[config.mk]
export PLATFORM = sky130hd
export DESIGN_NAME = vpic_top
export DESIGN_NICKNAME = d
export VERILOG_FILES = /design/src/rtl/vpic_pkg.sv /design/src/rtl/vpic_regfile.sv /design/src/rtl/vpic_arbiter.sv /design/src/rtl/vpic_ctrl.sv /design/src/rtl/vpic_top.sv
export SDC_FILE = /design/constraint.sdc
export NUM_CORES = 2
export LEC_CHECK = 0
export BUFFER_PORTS_ARGS = -buffer_cell sky130_fd_sc_hd__buf_2
export CORE_MARGIN = 2
export CORE_UTILIZATION = 28
export CTS_BUF_LIST = sky130_fd_sc_hd__clkbuf_8
export DETAILED_ROUTE_END_ITERATION = 12
export PLACE_DENSITY = 0.52
export SKIP_CTS_REPAIR_TIMING = 1
export SYNTH_ARGS = -nofsm -noshare
export SYNTH_HDL_FRONTEND = slang
export SYNTH_SLANG_ARGS = --single-unit
[constraint.sdc]
create_clock -name clk -period 17.3 [get_ports clk]
set_input_delay 3.46 -clock clk [delete_from_list [all_inputs] [get_ports clk]]
set_output_delay 3.46 -clock clk [all_outputs]
set_load 0.01 [all_outputs]
[src/rtl/vpic_pkg.sv]
package vpic_pkg;
  localparam int SRC_IDX_W  = 6;
  localparam int LEVEL_W    = 3;
  localparam int NUM_LEVELS = 1 << LEVEL_W;
  localparam int BUS_ADDR_W = 9;
  localparam int DATA_W     = 8;

  localparam logic [BUS_ADDR_W-1:0] ADDR_ISR = 9'h1F0;

  // strobes from control to datapath
  typedef struct packed {
    logic                 ack;
    logic [SRC_IDX_W-1:0] ackSrc;
    logic [LEVEL_W-1:0]   ackLevel;
    logic                 eoi;
  } ctrlStrobe_t;
endpackage

[src/rtl/vpic_regfile.sv]
module vpic_regfile
  import vpic_pkg::*;
#(
  parameter int NUM_SRC = 64
) (
  input  logic                               clk,
  input  logic                               rst,
  input  logic [NUM_SRC-1:0]                 irqIn,
  input  logic [BUS_ADDR_W-1:0]              busAddr,
  input  logic                               busWrEn,
  input  logic [DATA_W-1:0]                  busWrData,
  output logic [DATA_W-1:0]                  busRdData,
  input  ctrlStrobe_t                        strobe,
  output logic [NUM_SRC-1:0]                 pendQ,
  output logic [NUM_SRC-1:0]                 maskQ,
  output logic [NUM_SRC-1:0][LEVEL_W-1:0]    prioQ,
  output logic [NUM_LEVELS-1:0]              isrQ
);
  localparam int BYTE_CNT = NUM_SRC / 8;
  localparam logic [7:0] SRC_LIMIT  = 8'(NUM_SRC);
  localparam logic [7:0] BYTE_LIMIT = 8'(BYTE_CNT);

  logic [NUM_SRC-1:0] irqPrev;
  logic [NUM_SRC-1:0] edgeHit;
  logic ctrlHit, maskHit, isrHit;
  logic [NUM_LEVELS-1:0] isrLow, isrNext;

  // address decode
  assign ctrlHit = busAddr[8] && !busAddr[0] && ({1'b0, busAddr[7:1]} < SRC_LIMIT);
  assign maskHit = !busAddr[8] && (busAddr[7:0] < BYTE_LIMIT);
  assign isrHit  = (busAddr == ADDR_ISR);

  // edge capture
  always_ff @(posedge clk) begin
    if (rst) irqPrev <= '0;
    else     irqPrev <= irqIn;
  end
  assign edgeHit = irqIn & ~irqPrev;

  // per-source state
  for (genvar i = 0; i < NUM_SRC; i++) begin : g_src
    logic selCtrl, selMask, ackHit;
    assign selCtrl = ctrlHit && busWrEn && (busAddr[7:1] == 7'(i));
    assign selMask = maskHit && busWrEn && (busAddr[7:0] == 8'(i / 8));
    assign ackHit  = strobe.ack && (strobe.ackSrc == SRC_IDX_W'(i));

    always_ff @(posedge clk) begin
      if (rst) begin
        pendQ[i] <= 1'b0;
        maskQ[i] <= 1'b1;
        prioQ[i] <= '1;
      end else begin
        if (selCtrl) prioQ[i] <= busWrData[LEVEL_W-1:0];
        if (selCtrl)      maskQ[i] <= busWrData[6];
        else if (selMask) maskQ[i] <= busWrData[i % 8];
        pendQ[i] <= edgeHit[i] | (selCtrl ? busWrData[7] : (pendQ[i] & ~ackHit));
      end
    end

    // an edge is latched whatever the mask
    a_r4_edge_latched: assert property (@(posedge clk) disable iff (rst)
      edgeHit[i] |=> pendQ[i]);
  end

  // in-service tracking
  assign isrLow  = isrQ & (~isrQ + NUM_LEVELS'(1));
  assign isrNext = (strobe.eoi ? (isrQ & ~isrLow) : isrQ)
                 | (strobe.ack ? (NUM_LEVELS'(1) << strobe.ackLevel) : '0);

  always_ff @(posedge clk) begin
    if (rst) isrQ <= '0;
    else     isrQ <= isrNext;
  end

  // read mux
  always_comb begin
    busRdData = '0;
    if (ctrlHit) begin
      for (int n = 0; n < NUM_SRC; n++)
        if (busAddr[7:1] == 7'(n))
          busRdData = {pendQ[n], maskQ[n], 3'b000, prioQ[n]};
    end else if (maskHit) begin
      for (int k = 0; k < BYTE_CNT; k++)
        if (busAddr[7:0] == 8'(k))
          busRdData = maskQ[8*k +: 8];
    end else if (isrHit) begin
      busRdData = isrQ;
    end
  end

  // reset leaves everything disabled and idle
  a_r3_reset_state: assert property (@(posedge clk)
    rst |=> (&maskQ) && (pendQ == '0) && (isrQ == '0));

  // acknowledged level becomes in service
  a_r8_ack_sets_isr: assert property (@(posedge clk) disable iff (rst)
    strobe.ack |=> isrQ[$past(strobe.ackLevel)]);

  // a lone end-of-service retires exactly one level
  a_r9_eoi_drops_one: assert property (@(posedge clk) disable iff (rst)
    (strobe.eoi && !strobe.ack && (isrQ != '0)) |=>
      ($countones(isrQ) == $countones($past(isrQ)) - 1));

  // bus cannot write the in-service register
  a_r10_isr_readonly: assert property (@(posedge clk) disable iff (rst)
    (busWrEn && isrHit && !strobe.ack && !strobe.eoi) |=> $stable(isrQ));
endmodule

[src/rtl/vpic_arbiter.sv]
module vpic_arbiter
  import vpic_pkg::*;
#(
  parameter int NUM_SRC = 64
) (
  input  logic                            clk,
  input  logic                            rst,
  input  logic [NUM_SRC-1:0]              pendQ,
  input  logic [NUM_SRC-1:0]              maskQ,
  input  logic [NUM_SRC-1:0][LEVEL_W-1:0] prioQ,
  input  logic [NUM_LEVELS-1:0]           isrQ,
  output logic                            found,
  output logic [SRC_IDX_W-1:0]            bestIdx,
  output logic [LEVEL_W-1:0]              bestLevel
);
  logic [NUM_LEVELS-1:0] levelOpen;
  logic [NUM_LEVELS-1:0] levelHit;
  logic [NUM_SRC-1:0]    elig;

  // a level stays open only while no equal or more urgent level is in service
  always_comb begin
    logic blk;
    blk = 1'b0;
    for (int l = 0; l < NUM_LEVELS; l++) begin
      blk = blk | isrQ[l];
      levelOpen[l] = ~blk;
    end
  end

  for (genvar i = 0; i < NUM_SRC; i++) begin : g_elig
    assign elig[i] = pendQ[i] & ~maskQ[i] & levelOpen[prioQ[i]];
  end

  always_comb begin
    levelHit = '0;
    for (int n = 0; n < NUM_SRC; n++)
      if (elig[n]) levelHit[prioQ[n]] = 1'b1;
    found = |levelHit;
    bestLevel = '1;
    for (int l = NUM_LEVELS - 1; l >= 0; l--)
      if (levelHit[l]) bestLevel = LEVEL_W'(l);
    bestIdx = '0;
    for (int n = NUM_SRC - 1; n >= 0; n--)
      if (elig[n] && (prioQ[n] == bestLevel)) bestIdx = SRC_IDX_W'(n);
  end

  // the offered source is pending, unmasked and in range
  a_r6_offer_valid: assert property (@(posedge clk) disable iff (rst)
    found |-> (pendQ[bestIdx] && !maskQ[bestIdx] && (int'(bestIdx) < NUM_SRC)
               && (prioQ[bestIdx] == bestLevel)));

  // nothing at or above an in-service level is offered
  a_r7_not_blocked: assert property (@(posedge clk) disable iff (rst)
    found |-> ((isrQ & ((NUM_LEVELS'(2) << bestLevel) - NUM_LEVELS'(1))) == '0));
endmodule

[src/rtl/vpic_ctrl.sv]
module vpic_ctrl
  import vpic_pkg::*;
(
  input  logic                 found,
  input  logic [SRC_IDX_W-1:0] bestIdx,
  input  logic [LEVEL_W-1:0]   bestLevel,
  input  logic                 intAck,
  input  logic                 eoiStrobe,
  output ctrlStrobe_t          strobe,
  output logic                 irqReq,
  output logic [SRC_IDX_W-1:0] irqVector,
  output logic [LEVEL_W-1:0]   irqLevel
);
  assign irqReq    = found;
  assign irqVector = bestIdx;
  assign irqLevel  = bestLevel;

  // an acknowledge only counts while a request is offered
  always_comb begin
    strobe.ack      = intAck & found;
    strobe.ackSrc   = bestIdx;
    strobe.ackLevel = bestLevel;
    strobe.eoi      = eoiStrobe;
  end
endmodule

[src/rtl/vpic_top.sv]
module vpic_top
  import vpic_pkg::*;
#(
  parameter int NUM_SRC = 64
) (
  input  logic                  clk,
  input  logic                  rst,
  input  logic [NUM_SRC-1:0]    irqIn,
  input  logic [8:0]            busAddr,
  input  logic                  busWrEn,
  input  logic [7:0]            busWrData,
  output logic [7:0]            busRdData,
  output logic                  irqReq,
  output logic [5:0]            irqVector,
  output logic [2:0]            irqLevel,
  input  logic                  intAck,
  input  logic                  eoiStrobe
);
  logic [NUM_SRC-1:0]              pendQ, maskQ;
  logic [NUM_SRC-1:0][LEVEL_W-1:0] prioQ;
  logic [NUM_LEVELS-1:0]           isrQ;
  logic                            found;
  logic [SRC_IDX_W-1:0]            bestIdx;
  logic [LEVEL_W-1:0]              bestLevel;
  ctrlStrobe_t                     strobe;

  initial begin
    a_r2_src_count: assert (NUM_SRC % 8 == 0 && NUM_SRC >= 8 && NUM_SRC <= 64);
  end

  vpic_regfile #(.NUM_SRC(NUM_SRC)) u_regs (
    .clk(clk), .rst(rst), .irqIn(irqIn),
    .busAddr(busAddr), .busWrEn(busWrEn), .busWrData(busWrData), .busRdData(busRdData),
    .strobe(strobe), .pendQ(pendQ), .maskQ(maskQ), .prioQ(prioQ), .isrQ(isrQ)
  );

  vpic_arbiter #(.NUM_SRC(NUM_SRC)) u_arb (
    .clk(clk), .rst(rst), .pendQ(pendQ), .maskQ(maskQ), .prioQ(prioQ), .isrQ(isrQ),
    .found(found), .bestIdx(bestIdx), .bestLevel(bestLevel)
  );

  vpic_ctrl u_ctrl (
    .found(found), .bestIdx(bestIdx), .bestLevel(bestLevel),
    .intAck(intAck), .eoiStrobe(eoiStrobe), .strobe(strobe),
    .irqReq(irqReq), .irqVector(irqVector), .irqLevel(irqLevel)
  );
endmodule

==> impl_metrics.tcl <==
set metrics [dict create \
    fin_tns_setup_ps 0 \
    antenna_found_initial 49 \
    critPathCaptureType "output pin" \
    avgViaCountPerCell 7.30 \
    synth_common_cells "nand2_1 (765), dfxtp_1 (392), nand3_1 (358), clkbuf_1 (339), nor2_1 (288)" \
    gp_congestion 1.20 \
    clock_sinks 392 \
    whs_endpoint "u_regs.pendQ[26]" \
    drive_above_1_share 0.139 \
    r2r_start "u_regs.isrQ[0]" \
    fill_cells 12959 \
    htree_levels 3 \
    crit_type "reg2out" \
    dp_cells 6198 \
    violations "max-capacitance violations, max-slew violations" \
    die_h_um 347 \
    crit_arrival_ps 11240 \
    layout.nets 4838 \
    clk_pin_slew_worst_paths_ps 60 \
    final_util 0.319 \
    die-area_mm2 0.120 \
    drc 0 \
    fin_crit_ps 14700 \
    synth_nets 4839 \
    final-setup-viol-count 0 \
    area_growth_pct 12.8 \
    firstDrtPassIters 11 \
    core_mm2 0.116 \
    report.final.slew_viol_count 15 \
    dr_total_vias 46402 \
    antenna_left 0 \
    yosys.area.top_type_share 0.239 \
    numPortBuffers 103 \
    reg2reg_to "u_regs.pendQ[6]" \
    relSlewSlack -0.110 \
    hp-start "u_regs.irqPrev[26]" \
    leakage_nw 14.4 \
    synth.most_common_cell "nand2_1" \
    synth_area_leaders "dfxtp_1 (24%), nand2_1 (8.7%), nand3_1 (5.5%)" \
    max_cap_viol_count 5 \
    tightest_slew_ps 1660 \
    worstSkewPairLatency_ps 810 \
    ys_ff_latch 392 \
    fin_cells 6357 \
    worst_r2r_path_depth 19 \
    grt_max_degree 83 \
    numCtsBuffers 76 \
    initial_core_util 0.282 \
    cts_tree "built" \
    synth_cell_type_count 119 \
    synth.avg_cell_area_um2 6.91 \
    synth_edf_count 0 \
    grt.overflow.total 0 \
    clk_path_buf_depth 3 \
    fin_skew_ps 71.3 \
    hold_path.class "reg2reg" \
    grt_pass1_wl_um 406000 \
    power.density_mw_per_mm2 57.4 \
    grtUsageTotal 0.505 \
    status "finished, violations left" \
    synth_area_leader_cell "dfxtp_1" \
    crit_fanout 33 \
    fin_ws_ps 2600 \
    min_period_over_period 0.850 \
    yosysWarnings 0 \
    syn_inst 4753 \
    cp-startpoint "u_regs.isrQ[0]" \
    fmax_mhz 68.0 \
    irDropWorstVdd_mv 0.0637 \
    wl_per_cell_um 50.0 \
    syn_area_mm2 0.0329 \
    fp-row-count 125 \
    critical_path_required_ps 13840 \
    seq_area_frac_synth 0.239 \
    hpwl_um 248000 \
    rsz0062_at_grt "false" \
    root_buffer "clkbuf_8" \
    die_w_um 347 \
    dpl_worst_slack_ps 4310 \
    dr.first_iter.drc_count 9239 \
    whs_ps 460 \
    worst-r2r-setup-slack_ps 5940 \
    io_pins 104 \
    async_flop_share 0 \
    yosys_most_used_dff "dfxtp_1" \
    hold_viol 0 \
    routed_wl_um 318000 \
    worstHoldPathCells 3 \
    start_kind "flip-flop" \
    first_global_vias 40457 \
]
## metal layers
metal  wire (um)  global-route usage  vias up
met2      119000               0.673     4611
met4       28400               0.361       26
met1      121000               0.627    22741
met5         287                   0        -
li1            -                   -    17868
met3       49500               0.242     1156
## stage by stage
stage / total power, mW / instance area (um2)
after global placement: 1.18 / 35500
after detailed placement: 1.18 / 35500
final: 2.13 / 37100
after CTS: 2.11 / 37000
after global routing: 2.16 / 37000
after floorplan: 1.06 / 32900
## layout make-up
type | count | area [um2] | share of cell area
sequential | 392 | 7860 | 0.212
inverter | 143 | 547 | 0.0148
clock inverter | 42 | 267 | 0.00719
tap | 1524 | 1910 | 0.0514
timing repair buffer | 360 | 2450 | 0.0661
multi-input combinational | 3779 | 22800 | 0.615
antenna | 32 | 80.1 | 0.00216
clock buffer | 85 | 1170 | 0.0316
## where the power goes
| group | leakage (nW) | switching [mW] | internal [mW] |
|---|---|---|---|
| Sequential | 3.21 | 0.0437 | 0.924 |
| Combinational | 10.3 | 0.154 | 0.0574 |
| Clock | 0.845 | 0.476 | 0.471 |
## layout by cell type (no fill, tap or decap), drive strengths merged, types with 49 or more instances in the layout
cell type / instances
a211oi: 75
a21oi: 248
a22oi: 52
a31oi: 49
buf: 360
clkbuf: 85
dfxtp: 392
inv: 177
mux2i: 87
nand2: 765
nand2b: 98
nand3: 360
nand3b: 80
nand4: 50
nor2: 288
nor2b: 129
nor3: 129
nor4: 85
o211ai: 88
o21ai: 261
o22ai: 123
o32ai: 64
## how the worst max path moves through the flow
stage	slack, ps	end
CTS	3450	irqVector[0]
detailed placement	4310	irqVector[0]
global placement	4310	irqVector[0]
finish	2600	irqVector[0]
floorplan	7050	busRdData[2]
global route	3280	irqVector[0]
## flip-flops by register name, indices dropped and copies added, names as in the netlist
name / count
u_regs.irqPrev: 64
u_regs.maskQ: 64
u_regs.prioQ: 192
u_regs.pendQ: 64
u_regs.isrQ: 8
## kinds of logic after synthesis
kind of cell / after synthesis / share of synthesized area
buffers and inverters: 582 / 0.0714
DFF: 392 / 0.239
muxes: 108 / 0.0361
and+or+nand+nor: 2245 / 0.347
xor gates and xnor gates: 5 / 0.00133
AOI/OAI and AO/OA: 1421 / 0.305
## critical path, stage by stage, from the launching register on
cell and delay (ps):
dfxtp_4 750, buf_4 570, a211oi_1 130, nand4_1 310
o311ai_0 220, or4_1 580, nor4_1 620, nand2_1 410
a22oi_4 440, and2_2 580, buf_4 490, buf_4 400
o221ai_1 490, a211oi_1 1220, nor3b_1 1220, a311oi_2 310
nor3_1 570, a21oi_1 580, buf_4 360, buf_2 140
Power figures use the tool's default switching activity.
